`src/rtl/sr_timer_pkg.sv`:
```
package sr_timer_pkg;
    // Number of hard conditions that force reset without delay.
    localparam int unsigned NUM_HARD = 6;
    // Bit order of the hard-condition vector.
    localparam int unsigned IDX_CONN_A = 0;
    localparam int unsigned IDX_CONN_B = 1;
    localparam int unsigned IDX_REQ_N  = 2;
    localparam int unsigned IDX_UVLO_L = 3;
    localparam int unsigned IDX_UVLO_H = 4;
    localparam int unsigned IDX_OC     = 5;
    // Polarity mask: a set bit means the condition is active when the input is low.
    localparam logic [NUM_HARD-1:0] HARD_ACT_LOW = 6'b000100;

    typedef logic [NUM_HARD-1:0] hard_vec_t;

    function automatic int unsigned max2(input int unsigned a, input int unsigned b);
        return (a > b) ? a : b;
    endfunction
endpackage

```
`src/rtl/sr_hard_merge.sv`:
```
module sr_hard_merge #(
    parameter int unsigned N = 6,
    parameter logic [N-1:0] ACT_LOW = '0
) (
    input  logic [N-1:0] raw,
    output logic         any_active
);
    logic [N-1:0] active;

    generate
        for (genvar i = 0; i < N; i++) begin : g_pol
            if (ACT_LOW[i]) begin : g_low
                assign active[i] = ~raw[i];
            end else begin : g_high
                assign active[i] = raw[i];
            end
        end
    endgenerate

    assign any_active = |active;
endmodule

```
`src/rtl/sr_tick_reached.sv`:
```
module sr_tick_reached #(
    parameter int unsigned W     = 8,
    parameter int unsigned LIMIT = 1
) (
    input  logic [W-1:0] count,
    output logic         hit
);
    localparam logic [W-1:0] LIM = W'(LIMIT);
    assign hit = (count >= LIM);
endmodule

```
`src/rtl/supply_reset_timer.sv`:
```
module supply_reset_timer
    import sr_timer_pkg::*;
#(
    parameter int unsigned RST_TICKS  = 25_000_000,
    parameter int unsigned DIS_TICKS  = 25_000_000,
    parameter int unsigned FALL_TICKS = 4_000
) (
    input  logic clk,
    input  logic rst_n,
    input  logic pg_raw,
    input  logic conn_a,
    input  logic conn_b,
    input  logic rst_req_n,
    input  logic uvlo_lo,
    input  logic uvlo_hi,
    input  logic oc_fault,
    output logic rst_out_n,
    output logic bus_dis,
    output logic pg_out
);
    localparam int unsigned REL_MAX = max2(RST_TICKS, DIS_TICKS);
    localparam int unsigned RW      = $clog2(REL_MAX + 1);
    localparam int unsigned FW      = $clog2(FALL_TICKS + 1);
    localparam logic [RW-1:0] REL_CAP = RW'(REL_MAX);

    typedef struct packed {
        logic          pg;
        logic          rst_n;
        logic          dis;
        logic [RW-1:0] rel;
        logic [FW-1:0] fall;
    } st_t;

    localparam st_t RESET_ST = '{pg: 1'b0, rst_n: 1'b0, dis: 1'b1, rel: '0, fall: '0};

    st_t st_q, st_d;

    hard_vec_t hard_vec;
    logic      hard_any;
    logic [RW-1:0] rel_inc;
    logic [FW-1:0] fall_inc;
    logic      hit_rst, hit_dis, hit_fall;

    always_comb begin
        hard_vec             = '0;
        hard_vec[IDX_CONN_A] = conn_a;
        hard_vec[IDX_CONN_B] = conn_b;
        hard_vec[IDX_REQ_N]  = rst_req_n;
        hard_vec[IDX_UVLO_L] = uvlo_lo;
        hard_vec[IDX_UVLO_H] = uvlo_hi;
        hard_vec[IDX_OC]     = oc_fault;
    end

    sr_hard_merge #(
        .N       (NUM_HARD),
        .ACT_LOW (HARD_ACT_LOW)
    ) u_merge (
        .raw        (hard_vec),
        .any_active (hard_any)
    );

    assign rel_inc  = (st_q.rel < REL_CAP) ? st_q.rel + 1'b1 : st_q.rel;
    assign fall_inc = st_q.fall + 1'b1;

    sr_tick_reached #(.W(RW), .LIMIT(RST_TICKS))  u_hit_rst  (.count(rel_inc),  .hit(hit_rst));
    sr_tick_reached #(.W(RW), .LIMIT(DIS_TICKS))  u_hit_dis  (.count(rel_inc),  .hit(hit_dis));
    sr_tick_reached #(.W(FW), .LIMIT(FALL_TICKS)) u_hit_fall (.count(fall_inc), .hit(hit_fall));

    always_comb begin
        st_d    = st_q;
        st_d.pg = pg_raw;
        if (hard_any) begin
            st_d.rst_n = 1'b0;
            st_d.dis   = 1'b1;
            st_d.rel   = '0;
            st_d.fall  = '0;
        end else if (!pg_raw) begin
            st_d.rel = '0;
            st_d.dis = 1'b1;
            if (!st_q.rst_n) begin
                st_d.fall = '0;
            end else if (hit_fall) begin
                st_d.rst_n = 1'b0;
                st_d.fall  = '0;
            end else begin
                st_d.fall = fall_inc;
            end
        end else begin
            st_d.fall = '0;
            if (!(st_q.rst_n && !st_q.dis)) begin
                st_d.rel = rel_inc;
                if (hit_rst) st_d.rst_n = 1'b1;
                if (hit_dis) st_d.dis   = 1'b0;
            end
        end
    end

    always_ff @(posedge clk) begin
        if (!rst_n) st_q <= RESET_ST;
        else        st_q <= st_d;
    end

    assign rst_out_n = st_q.rst_n;
    assign bus_dis   = st_q.dis;
    assign pg_out    = st_q.pg;
endmodule

```
`config.mk`:
```
export PLATFORM = sky130hd
export DESIGN_NAME = supply_reset_timer
export DESIGN_NICKNAME = d
export VERILOG_FILES = /design/src/rtl/sr_timer_pkg.sv /design/src/rtl/sr_hard_merge.sv /design/src/rtl/sr_tick_reached.sv /design/src/rtl/supply_reset_timer.sv
export SDC_FILE = /design/constraint.sdc
export NUM_CORES = 1
export LEC_CHECK = 0
export ABC_AREA = 1
export BUFFER_PORTS_ARGS = -buffer_cell sky130_fd_sc_hd__buf_2
export CAP_MARGIN = 20
export CORE_ASPECT_RATIO = 1.25
export CORE_UTILIZATION = 48
export CTS_CLUSTER_SIZE = 40
export DETAILED_ROUTE_END_ITERATION = 8
export PLACE_DENSITY_LB_ADDON = 0.12
export SLEW_MARGIN = 20
export SYNTH_ARGS = -nofsm -noshare
export SYNTH_HDL_FRONTEND = slang
export SYNTH_SLANG_ARGS = --single-unit
```
`constraint.sdc`:
```
create_clock -name clk -period 4.97 [get_ports clk]
set_clock_uncertainty 0.05 [all_clocks]
set_input_delay 0.497 -clock clk [delete_from_list [all_inputs] [get_ports clk]]
set_output_delay 0.497 -clock clk [all_outputs]
set_load 0.01 [all_outputs]
```
### After elaboration in Yosys (flattened, before gate mapping)

Cells that the tools add are included.

* register bits after elaboration: 40
* input port bits: 9
* logic and storage cells: 33

* add/subtract/negate cells: 2
* magnitude comparators: 3
* equality and inequality tests: 2
* multiplexer cells: 9
* bitwise logic cells: 5
* reduce and logical (&&, ||, !) cells: 7

Operators by type and width (number)
* two-way mux 39 bit: 1
* two-way mux 27 bit: 1
* adder 25 x 1 -> 25 bit (second input constant): 1
* greater-or-equal comparator 25 bit (second input constant): 1
* less-than comparator 25 bit (second input constant): 1
* two-way mux 25 bit: 1
* two-way mux 12 bit: 2
* adder 12 x 1 -> 12 bit (second input constant): 1
* greater-or-equal comparator 12 bit (second input constant): 1
* OR reduction 10 bit: 1
* OR reduction 8 bit: 1
* OR reduction 7 bit: 1
* NOT 1 bit: 5
* two-way mux 1 bit: 4
* AND reduction 2 bit: 2
* inequality test 2 x 1 -> 1 bit (second input constant): 1
* inequality test 2 bit (second input constant): 1
* logical AND 1 bit: 1
* zero test 1 bit: 1

### Longest topological paths before layout

Gate-level depths: netlist (run 1).

* depth in word-level cells: 6
* gate-level depth with buffers: 17

### Modules after synthesis

From an unflattened synthesis (run 1), not the netlist that was laid out.

* cells, all modules: 561
* area total of the unflattened synthesis: 3173.0 um^2

By module, submodules not included
* supply_reset_timer: times used 1, cells an instance 470, area an instance 2768.9 um^2
* sr_tick_reached (u_hit_dis ...): times used 2, cells an instance 39, area an instance 175.2 um^2
* sr_tick_reached (u_hit_fall): times used 1, cells an instance 8, area an instance 33.8 um^2
* sr_hard_merge: times used 1, cells an instance 5, area an instance 20.0 um^2

### Least setup slack after synthesis (run 1)

No wires, ideal clock.

* path kind: register -> register
* from: register st_q[12] (netlist bit)
* to: register st_q, in the netlist rst_out_n
* arrival: 1.814 ns
* data required time: 4.804 ns
* slack: 2.990 ns
* cell stages (with the launch flop): 17
* buffers on the path: 0
* period minus slack after synthesis: 1.980 ns
* cells stage by stage: dfxtp_1 ha_1 inv_1 nor2_2 nand2_1 nor2_1 nand3_1 nand2_1 nand2_1 nor2_1 nor2_1 nand2_1 nand2_1 nand2_1 nand3_2 nor2_1 nor2_2

* cells in the longest elaborated chain, start to end: 5
* elaborated cells on any way between the ends: 6
* classes of those cells: add/sub (1); order compare (2); eq/ne (1); mux (1); reduce/logical (1)

RTL lines
* start: declaration: RTL line supply_reset_timer.sv:36 `st_t st_q, st_d;`
* start signal: assignment: RTL line supply_reset_timer.sv:100 `else st_q <= st_d;`
* adder 25 x 1 -> 25 bit / less-than comparator 25 bit (equally long branches): RTL line supply_reset_timer.sv:62 `assign rel_inc = (st_q.rel < REL_CAP) ? st_q.rel + 1'b1 : st_q.rel;`
* two-way mux 25 bit (*): RTL line supply_reset_timer.sv:62
* greater-or-equal comparator 25 bit (*): RTL line sr_tick_reached.sv:9 `assign hit = (count >= LIM);`
* inequality test 2 x 1 -> 1 bit (no line) (*)
* AND reduction 2 bit (no line) (*)

Mark *: on every way between the ends. The rest lies on a longest branch, timed or not.
A chain may end at the register's enable or synchronous reset.

### Worst setup path in the final report (run 1)

* from: input port conn_a
* to: register st_q[12] (netlist bit)

* cells in the longest elaborated chain, start to end: 1

RTL lines
* start: declaration: RTL line supply_reset_timer.sv:11 `input logic conn_a,`
* OR reduction 8 bit (no line)

Every way passes these cells.

==> flow_metrics.env, run 1 <==
export IMPL_status="completed"
export IMPL_cts_root_buf="clkbuf_8"
export IMPL_cts_path_max_buffers=2
export IMPL_path_common_cell="inv_1"
export IMPL_hold_viol=0
export IMPL_r2r_slack_ps=2660
export IMPL_grt_overflow_total=0
export IMPL_p_int_mw=0.419
export IMPL_ys_ff_latch=40
export IMPL_synth_edf_count=0
export IMPL_clock_latency_ps=290
export IMPL_fillerInstances=603
export IMPL_die_w_um=70.2
export IMPL_syn_avg_cell_area_um2=5.90
export IMPL_netlist_instances=473
export IMPL_vias_per_cell=5.12
export IMPL_worst_pin_slew_ps=776
export IMPL_ys_seq_area_share_pct=28.7
export IMPL_synth_top_cell_area_share_pct=28.7
export IMPL_place_gp_congestion=0.936
export IMPL_path_delay_family="simple AND/OR/NAND/NOR gates"
export IMPL_sequentialPowerShare_pct=59.2
export IMPL_reg2reg_depth=16
export IMPL_cp_arrival_ps=2510
export IMPL_yosys_warnings=0
export IMPL_numCtsBuffers=5
export IMPL_grt_max_degree=31
export IMPL_cts_setup_buffers=0
export IMPL_hp_start="pg_raw"
export IMPL_synth_flop_cell="dfxtp_1"
export IMPL_hold_path_class="in -> reg"
export IMPL_finalPower_mw=0.541
export IMPL_first_pass_iters=4
export IMPL_fin_hold_ws_ps=351
export IMPL_fmax_ghz=0.432
export IMPL_vias=2794
export IMPL_power_share_clock_pct=39.7
export IMPL_maxSlewViolCount=0
export IMPL_h_tree_depth=2
export IMPL_antenna_found_initial=0
export IMPL_cap_viol_max_count=0
export IMPL_cts_sinks=40
export IMPL_setup_viol=0
export IMPL_critPathLaunch="conn_a"
export IMPL_drc=0
export IMPL_syn2layout_area_growth_pct=6.10
export IMPL_syn_nets=485
export IMPL_start_kind="primary input"
export IMPL_period_minus_slack_ps=2320
export IMPL_ys_types=27
export IMPL_rsz0062_at_grt="false"
export IMPL_required_ps=5160
export IMPL_finalCritPeriodShare_pct=46.6
export IMPL_yosysMostFrequentCell="nand2_1"
export IMPL_diodes=0
export IMPL_rows=30
export IMPL_dp_hpwl_um=5230
export IMPL_wl_per_cell_um=12.7
export IMPL_slew_headroom_pct=48.1
export IMPL_drive_gt1_share_pct=7.88
export IMPL_ios=12
export IMPL_power_leakage_nw=1.27
export IMPL_worstReg2RegStart="st_q[29]"
export IMPL_cts_tree="built"
export IMPL_tns_ps=0
export IMPL_drtIter0Drc=125
export IMPL_worst_path_stages=8
export IMPL_netlist_area_mm2=0.00279
export IMPL_die_area_mm2=0.00612
export IMPL_fin_cells=546
export IMPL_crit_path_end_kind="flip-flop"
export IMPL_nets=494
export IMPL_cp_endpoint="st_q[12]"
export IMPL_async_reset_ff_share_pct=0
export IMPL_clk_pin_slew_worst_paths_ps=80
export IMPL_cp_max_fo=16
export IMPL_ir_drop_v=0.000160
export IMPL_synth_common_cells="nand2_1 (141), nor2_1 (82), inv_1 (61)"
export IMPL_hold_buffers=0
export IMPL_p_per_area_mw_per_mm2=183
export IMPL_switching_power_mw=0.122
export IMPL_final_core_util_pct=53.7
export IMPL_switching_share_pct=22.6
export IMPL_dp_cells=539
export IMPL_routed_wl_um=6920
export IMPL_start_util_pct=50.6
export IMPL_postRouteAntennaNets=0
export IMPL_criticalPathCategory="in -> reg"
export IMPL_grt_pass1_wl_um=11800
export IMPL_ctsResizeCount=0
export IMPL_synth_largest_area_cell="dfxtp_1"
export IMPL_crit_path_max_incr_delay_ps=610
export IMPL_grt_use_total_pct=24.1
export IMPL_p_comb_share_pct=1.0
export IMPL_core_mm2=0.00552
export IMPL_seq_area_um2=801
export IMPL_crit_chain="buf_2, nor4_1, nand3_1, nor2_1, inv_1, a21oi_1, o21ai_0, inv_1"
export IMPL_netlist_top_cells_area="dfxtp_1 (29%), nand2_1 (19%), nor2_1 (11%)"
export IMPL_r2r_end="bus_dis"
export IMPL_grt_pass1_vias=2687
export IMPL_fp_dieH_um=87.2
export IMPL_portBuffers=11
export IMPL_slowest_stage="nor2_1"
export IMPL_path_buf_inv=3
export IMPL_multiInputGateArea_mm2=0.00169
## registers in the layout (all words and copies together), names as in the netlist
register,count
pg_out,1
st_q,37
rst_out_n,1
bus_dis,1
## worst min-delay path by stage
| stage | to | slack [ps] | cells after the start |
|---|---|---|---|
| after floorplan | st_q[0] | 380 | 1 |
| after global placement | st_q[0] | 400 | 1 |
| after detailed placement | bus_dis | 410 | 2 |
| after CTS | pg_out | 340 | 3 |
| after global routing | pg_out | 360 | 3 |
| final | pg_out | 350 | 3 |
## cells in the final DEF, fill, tap and decap left out, types with 2 or more instances in the layout
cell        n
nand4_1     8
clkbuf_8    5
nor2_1     82
o21ai_0    26
o21ai_1     3
inv_2       3
nor3_1      2
nand2_4     3
dfxtp_1    40
nor2_2      4
ha_1        3
nand2_1   141
o211ai_1    2
nand3_1    32
inv_1      61
a21oi_1    25
nand2_2     2
xnor2_1     8
nor2_4      4
buf_2      11
xor2_1      9
## worst min-delay path, delay by kind of cell
kind	cells	cell delay [ps]
AND/OR/NAND/NOR	1	40
buffers and inverters	2	130
## per-stage QoR
stage | area (µm²) | worst slack (ps)
after detailed placement | 2880 | 2350
after floorplan | 2790 | 2990
after global routing | 2960 | 2350
final | 2960 | 2650
after global placement | 2880 | 2380
after CTS | 2960 | 2650
## per-layer routing
layer	share of wire (%)	track usage [%]	vias to the layer above	wire, µm
li1	-	-	1488	-
met1	43	27.9	1226	2980
met2	49	43.8	61	3420
met3	4.3	3.24	19	295
met4	3.2	11.8	0	223
met5	0	0	-	0
## cell families (layout without fill, tap and decap cells)
kind of cell             after synthesis  count (layout)  synth area share (%)
flip-flops                            40              40                  28.7
AND/OR/NAND/NOR                      282             282                  43.7
XOR/XNOR                              17              17                  5.34
buffers and inverters                 75              84                  10.7
adder cells (fa/ha/maj)                3               3                  1.35
AO/OA/AOI/OAI                         56              56                  10.2
## area by class of cell
class	instances	share of cell area (%)
Clock inverter	2	0.423
Multi-Input combinational cell	358	57.1
Timing Repair Buffer	12	2.11
Tap cell	64	2.70
Inverter	65	8.24
Sequential cell	40	27.0
Clock buffer	5	2.32
## power by group through the flow
stage	Clock, mW	Sequential, mW	Combinational (mW)
finish	0.215	0.321	0.00560
global route	0.231	0.321	0.00627
CTS	0.218	0.321	0.00566
detailed placement	0	0.328	0.00566
global placement	0	0.328	0.00548
floorplan	0	0.329	0.00153
Power figures use the tool's default switching activity.
==> run 2, diff against run 1 <==
--- a/config.mk
+++ b/config.mk
@@ -5,7 +5,7 @@
 export SDC_FILE = /design/constraint.sdc
 export NUM_CORES = 1
 export LEC_CHECK = 0
-export ABC_AREA = 1
+export ABC_AREA = 0
 export BUFFER_PORTS_ARGS = -buffer_cell sky130_fd_sc_hd__buf_2
 export CAP_MARGIN = 20
 export CORE_ASPECT_RATIO = 1.25
==> constraint.sdc (replaced) <==
create_clock -name clk -period 2.1 [get_ports clk]
set_clock_uncertainty 0.05 [all_clocks]
set_input_delay 0.21 -clock clk [delete_from_list [all_inputs] [get_ports clk]]
set_output_delay 0.21 -clock clk [all_outputs]
set_load 0.01 [all_outputs]
==> run 2 against run 1 <==
The run now ends with negative setup slack left. First-iteration DRC count is 11% higher. Worst hold slack worse by 270 ps. Final area is 21% higher. Largest power group unchanged. Critical path type is now reg -> reg. Sequential power is 130% higher.
==> flow_metrics.env, run 2 <==
export IMPL_crit_path_max_incr_delay_ps=480
export IMPL_grt_pass1_vias=2150
export IMPL_sequentialPowerShare_pct=58.2
export IMPL_syn_avg_cell_area_um2=8.14
export IMPL_crit_chain="nand4_1, or3_4, or4b_1, a21oi_1, o22ai_1, a21oi_2, o21ai_1, a21o_1"
export IMPL_fp_dieH_um=78.5
export IMPL_h_tree_depth=2
export IMPL_status="complete, but fails checks"
export IMPL_p_comb_share_pct=1.1
export IMPL_routed_wl_um=7030
export IMPL_p_int_mw=0.992
export IMPL_pre_cts_ws_ps=-174
export IMPL_hold_viol=0
export IMPL_period_minus_slack_ps=2320
export IMPL_netlist_top_cells_area="dfxtp_1 (36%), nor2_1 (8.2%), xor2_1 (7.4%)"
export IMPL_worst_pin_slew_ps=409
export IMPL_drtIter0Drc=139
export IMPL_grt_overflow_total=0
export IMPL_hold_path_depth=2
export IMPL_cts_root_buf="clkbuf_8"
export IMPL_path_buf_inv=0
export IMPL_vias_per_cell=5.63
export IMPL_antenna_found_initial=0
export IMPL_netlist_instances=276
export IMPL_postRouteAntennaNets=0
export IMPL_grt_pass1_wl_um=9710
export IMPL_drc=0
export IMPL_die_area_mm2=0.00496
export IMPL_slew_headroom_pct=72.6
export IMPL_r2r_end="bus_dis"
export IMPL_cts_sinks=40
export IMPL_min_to="pg_out"
export IMPL_p_per_area_mw_per_mm2=362
export IMPL_clk_pin_slew_worst_paths_ps=90
export IMPL_synth_largest_area_cell="dfxtp_1"
export IMPL_final_cell_mix="buf_4 (73), nor2_1 (36), nand2_1 (20), dfxtp_2 (20), xor2_1 (18)"
export IMPL_cp_arrival_ps=2470
export IMPL_switching_share_pct=23.2
export IMPL_place_area_mm2=0.00296
export IMPL_r2r_slack_ps=-220
export IMPL_hold_path_class="in -> reg"
export IMPL_syn2layout_area_growth_pct=58.9
export IMPL_die_w_um=63.2
export IMPL_maxSlewViolCount=0
export IMPL_yosysMostFrequentCell="nor2_1"
export IMPL_required_ps=2260
export IMPL_fin_hold_ws_ps=81.1
export IMPL_grt_max_degree=14
export IMPL_start_util_pct=50.4
export IMPL_ys_ff_latch=40
export IMPL_core_mm2=0.00446
export IMPL_numCtsBuffers=5
export IMPL_worstReg2RegStart="st_q[12]"
export IMPL_nets=381
export IMPL_hold_buffers=0
export IMPL_setup_viol=17
export IMPL_rows=27
export IMPL_top_register="st_q"
export IMPL_switching_power_mw=0.300
export IMPL_syn_nets=288
export IMPL_cts_path_max_buffers=2
export IMPL_finalPower_mw=1.29
export IMPL_synth_common_cells="nor2_1 (49), dfxtp_1 (40), nand2_1 (23)"
export IMPL_worst_path_stages=8
export IMPL_path_delay_family="simple AND/OR/NAND/NOR gates"
export IMPL_synth_flop_cell="dfxtp_1"
export IMPL_wl_per_cell_um=16.4
export IMPL_layout_commonest_cell="buf_4"
export IMPL_place_gp_congestion=0.864
export IMPL_hp_start="rst_n"
export IMPL_rsz0062_at_grt="true"
export IMPL_vias=2410
export IMPL_power_leakage_nw=1.33
export IMPL_reg2reg_depth=8
export IMPL_power_share_clock_pct=40.7
export IMPL_violations="negative setup slack"
export IMPL_diodes=0
export IMPL_synth_edf_count=0
export IMPL_slowest_stage="or4b_1"
export IMPL_largest_reg_flops=37
export IMPL_cp_max_fo=4
export IMPL_async_reset_ff_share_pct=0
export IMPL_ir_drop_v=0.000394
export IMPL_synth_top_cell_area_share_pct=35.6
export IMPL_ys_types=54
export IMPL_design_area_mm2=0.00357
export IMPL_ys_seq_area_share_pct=35.6
export IMPL_dp_hpwl_um=4350
export IMPL_portBuffers=11
export IMPL_netlist_area_mm2=0.00225
export IMPL_ios=12
export IMPL_fmax_ghz=0.431
export IMPL_grt_use_total_pct=24.8
export IMPL_first_pass_iters=4
export IMPL_cts_tree="built"
export IMPL_yosys_warnings=0
export IMPL_clock_latency_ps=300
export IMPL_crit_path_end_kind="flip-flop"
export IMPL_start_kind="flip-flop"
export IMPL_drive_gt1_share_pct=52.7
export IMPL_setup_ws_ps=-218
export IMPL_criticalPathCategory="reg -> reg"
export IMPL_cap_viol_max_count=0
export IMPL_finalCritPeriodShare_pct=110
run 2: changes by cell type after synthesis, moves of 4 or more:
cell,previous run,this run
nor2_2,4,0
and3_1,0,4
nand3_1,32,20
nor2_4,4,0
xor2_1,9,19
nand2_1,141,23
a21oi_1,25,5
and2_1,0,4
inv_1,61,4
o21ai_0,26,4
nor3_1,2,8
xnor2_1,8,16
nor2_1,82,49
run 2: layout make-up:
type	instances	area (µm²)
Tap cell	58	72.6
Sequential cell	40	845
Inverter	4	15.0
Fill cell	283	890
Clock inverter	3	18.8
Multi-Input combinational cell	223	1800
Clock buffer	5	68.8
Timing Repair Buffer	95	749
run 2: worst max-delay path by stage:
stage	start	end	slack, ps
after global routing	st_q[32]	bus_dis	-300
after global placement	st_q[12]	bus_dis	-160
final	st_q[12]	bus_dis	-220
after CTS	st_q[12]	bus_dis	-130
after floorplan	st_q[19]	bus_dis	-110
after detailed placement	st_q[13]	bus_dis	-170
run 2: worst reg2reg max path: cells and delay by family, from the launching register on:
family | cells | cell delay (ps)
flip-flops | 1 | 380
AO/OA/AOI/OAI | 5 | 770
AND/OR/NAND/NOR | 3 | 1030
run 2: layer usage:
| layer | up-vias | track usage (%) | wire length [µm] |
|---|---|---|---|
| li1 | 1162 | - | - |
| met1 | 1148 | 29.7 | 2870 |
| met2 | 75 | 42.4 | 3610 |
| met3 | 25 | 5.23 | 333 |
| met4 | 0 | 10.9 | 225 |
| met5 | - | 0 | 0 |
run 2: cells by family (layout without fill, tap and decap cells):
| group | Yosys count | after routing | synth area share, % |
|---|---|---|---|
| fa+ha+maj | 3 | 3 | 1.67 |
| simple gates | 151 | 152 | 36.4 |
| buf+inv | 14 | 107 | 2.62 |
| compound gates | 32 | 32 | 9.63 |
| xor+xnor | 35 | 35 | 13.6 |
| flops | 40 | 40 | 35.6 |
| mux | 1 | 1 | 0.445 |
run 2: stage by stage:
stage / utilization, % / setup TNS [ps] / cells
floorplan: - / -262 / 276
global placement: 66.4 / -645 / 408
detailed placement: 66.4 / -836 / 408
CTS: 70.3 / -253 / 418
global route: 80.1 / -2840 / 428
finish: 80.1 / -949 / 428
run 2: repair_timing:
item	CTS	global route
resized for setup	19	85
setup endpoints to repair	14	30
pin swaps	10	40
buffers inserted	2	10
gates cloned	0	2
run 2: power by group through the flow:
| stage | Combinational (mW) | Sequential (mW) | Clock, mW |
|---|---|---|---|
| 6_report | 0.0137 | 0.752 | 0.526 |
| 3_5_place_dp | 0.0129 | 0.777 | 0 |
| 2_1_floorplan | 0.00259 | 0.777 | 0 |
| 3_3_place_gp | 0.0125 | 0.777 | 0 |
| 4_1_cts | 0.0129 | 0.756 | 0.522 |
| 5_1_grt | 0.0144 | 0.752 | 0.552 |
==> run 3, diff against run 2 <==
--- a/config.mk
+++ b/config.mk
@@ -12,7 +12,7 @@
 export CORE_UTILIZATION = 48
 export CTS_CLUSTER_SIZE = 40
 export DETAILED_ROUTE_END_ITERATION = 8
-export PLACE_DENSITY_LB_ADDON = 0.12
+export PLACE_DENSITY = 0.75
 export SLEW_MARGIN = 20
 export SYNTH_ARGS = -nofsm -noshare
 export SYNTH_HDL_FRONTEND = slang
==> run 3 against run 2 <==
The flow still finishes with violations (negative setup slack). Core utilization decreased by 3.1 points. First-iteration DRC count increased by 85%. Flip-flop and latch count unchanged. Sequential power decreased by 0.5%. Count of clock-buffer cells in the layout unchanged. Die area unchanged. Largest cell class unchanged. Highest routed layer unchanged.
==> flow_metrics.env, run 3 (synthesized netlist as in run 2, its figures left out) <==
export IMPL_postRouteAntennaNets=0
export IMPL_violations="negative setup slack"
export IMPL_wl_per_cell_um=17.9
export IMPL_dp_hpwl_um=4320
export IMPL_grt_pass1_vias=2426
export IMPL_globalRouteMet3Util_pct=5.38
export IMPL_final_cell_mix="buf_4 (76), nor2_1 (47), nand2_1 (19), xor2_1 (19), dfxtp_1 (18)"
export IMPL_criticalPathCategory="reg -> reg"
export IMPL_clock_latency_ps=310
export IMPL_routed_wl_um=7650
export IMPL_cts_sinks=40
export IMPL_required_ps=2250
export IMPL_syn2layout_area_growth_pct=52.6
export IMPL_drtIter0Drc=257
export IMPL_nets=379
export IMPL_slew_headroom_pct=70.7
export IMPL_top_register="st_q"
export IMPL_layout_commonest_cell="buf_4"
export IMPL_diodes=0
export IMPL_place_gp_congestion=0.994
export IMPL_drc=0
export IMPL_largest_reg_flops=37
export IMPL_cts_tree="built"
export IMPL_grt_overflow_total=0
export IMPL_fin_hold_ws_ps=77.2
export IMPL_hp_start="rst_n"
export IMPL_start_util_pct=50.4
export IMPL_cp_arrival_ps=2540
export IMPL_grt_pass1_wl_um=11000
export IMPL_power_leakage_nw=1.33
export IMPL_clk_pin_slew_worst_paths_ps=90
export IMPL_vias_per_cell=5.88
export IMPL_path_common_cell="buf_4"
export IMPL_first_pass_iters=4
export IMPL_p_per_area_mw_per_mm2=415
export IMPL_grt_busiest_layer="met2"
export IMPL_cts_path_max_buffers=2
export IMPL_worst_pin_slew_ps=436
export IMPL_hold_path_depth=2
export IMPL_worstReg2RegStart="st_q[36]"
export IMPL_min_to="pg_out"
export IMPL_r2r_end="rst_out_n"
export IMPL_ir_drop_v=0.000301
export IMPL_grt_max_degree=15
export IMPL_die_w_um=63.2
export IMPL_cts_root_buf="clkbuf_8"
export IMPL_finalCritPeriodShare_pct=114
export IMPL_antenna_found_initial=0
export IMPL_crit_path_end_kind="flip-flop"
export IMPL_finalPower_mw=1.42
export IMPL_hold_path_class="in -> reg"
export IMPL_period_minus_slack_ps=2390
export IMPL_drive_gt1_share_pct=45.9
export IMPL_die_area_mm2=0.00496
export IMPL_hold_viol=0
export IMPL_setup_viol=6
export IMPL_cp_max_fo=4
export IMPL_portBuffers=11
export IMPL_core_mm2=0.00446
export IMPL_cap_viol_max_count=0
export IMPL_r2r_slack_ps=-290
export IMPL_vias=2507
export IMPL_fin_cells=426
export IMPL_setup_ws_ps=-295
export IMPL_maxSlewViolCount=0
export IMPL_crit_chain="buf_4, nand3_2, o21ai_4, buf_4, nor4_4, buf_4, buf_6, and3_1, nor3_1, a31oi_1, o211ai_1, a21boi_1"
export IMPL_fp_dieH_um=78.5
export IMPL_rsz0062_at_grt="true"
export IMPL_slowest_stage="dfxtp_1"
export IMPL_fmax_ghz=0.418
export IMPL_h_tree_depth=2
export IMPL_rows=27
export IMPL_reg2reg_depth=12
export IMPL_grt_use_met2_pct=51.6
export IMPL_crit_path_max_incr_delay_ps=400
export IMPL_final_core_util_pct=76.9
export IMPL_grt_use_total_pct=28.6
export IMPL_met1_usage_pct=30.2
export IMPL_status="complete, but fails checks"
export IMPL_ios=12
export IMPL_numCtsBuffers=5
export IMPL_start_kind="flip-flop"
export IMPL_dp_cells=404
[run 3: worst max-delay path: cells and delay by family, from the launching register on]
family          cells  cell delay (ps)
buf+inv             4              630
compound gates      4              640
simple gates        4              580
flops               1              400
[run 3: worst max path at each step]
stage | cells past startpoint | endpoint | startpoint
5_1_grt | 10 | bus_dis | st_q[19]
2_1_floorplan | 9 | bus_dis | st_q[19]
3_3_place_gp | 9 | bus_dis | st_q[22]
6_report | 12 | rst_out_n | st_q[36]
4_1_cts | 8 | bus_dis | st_q[22]
3_5_place_dp | 8 | rst_out_n | st_q[18]
[run 3: cell type report]
| class | count | area (µm²) |
|---|---|---|
| Tap cell | 58 | 72.6 |
| Clock inverter | 3 | 46.3 |
| Timing Repair Buffer | 93 | 702 |
| Clock buffer | 5 | 68.8 |
| Multi-Input combinational cell | 223 | 1680 |
| Fill cell | 266 | 1030 |
| Inverter | 4 | 15.0 |
| Sequential cell | 40 | 848 |
[run 3: layer usage]
| metal | routed length (µm) | vias to the layer above | part of all wire (%) |
|---|---|---|---|
| met3 | 432 | 36 | 5.7 |
| met1 | 3010 | 1205 | 39 |
| met5 | 0 | - | 0 |
| met4 | 420 | 0 | 5.5 |
| met2 | 3780 | 113 | 49 |
| li1 | - | 1153 | - |
[run 3: stage by stage]
| step | setup TNS (ps) | instance area, µm² | setup WS [ps] |
|---|---|---|---|
| 6_report | -723 | 3430 | -295 |
| 5_1_grt | -1930 | 3430 | -418 |
| 4_1_cts | -258 | 3280 | -129 |
| 3_5_place_dp | -1150 | 2930 | -224 |
| 3_3_place_gp | -848 | 2930 | -188 |
| 2_1_floorplan | -262 | 2330 | -111 |
[run 3: where the power goes]
part	total (mW)	switching, mW	internal (mW)	leakage [nW]
Sequential	0.748	0.000343	0.748	0.336
Combinational	0.0131	0.00512	0.00802	0.936
Clock	0.661	0.303	0.358	0.0548
Total	1.42	0.308	1.11	1.33
[run 3: repair_timing]
item / in CTS / in global routing
setup endpoints to repair: 17 / 35
hold buffers: 0 / 0
cloned: 0 / 1
pin swaps: 21 / 24
gates resized for setup: 43 / 30
buffers inserted: 8 / 5
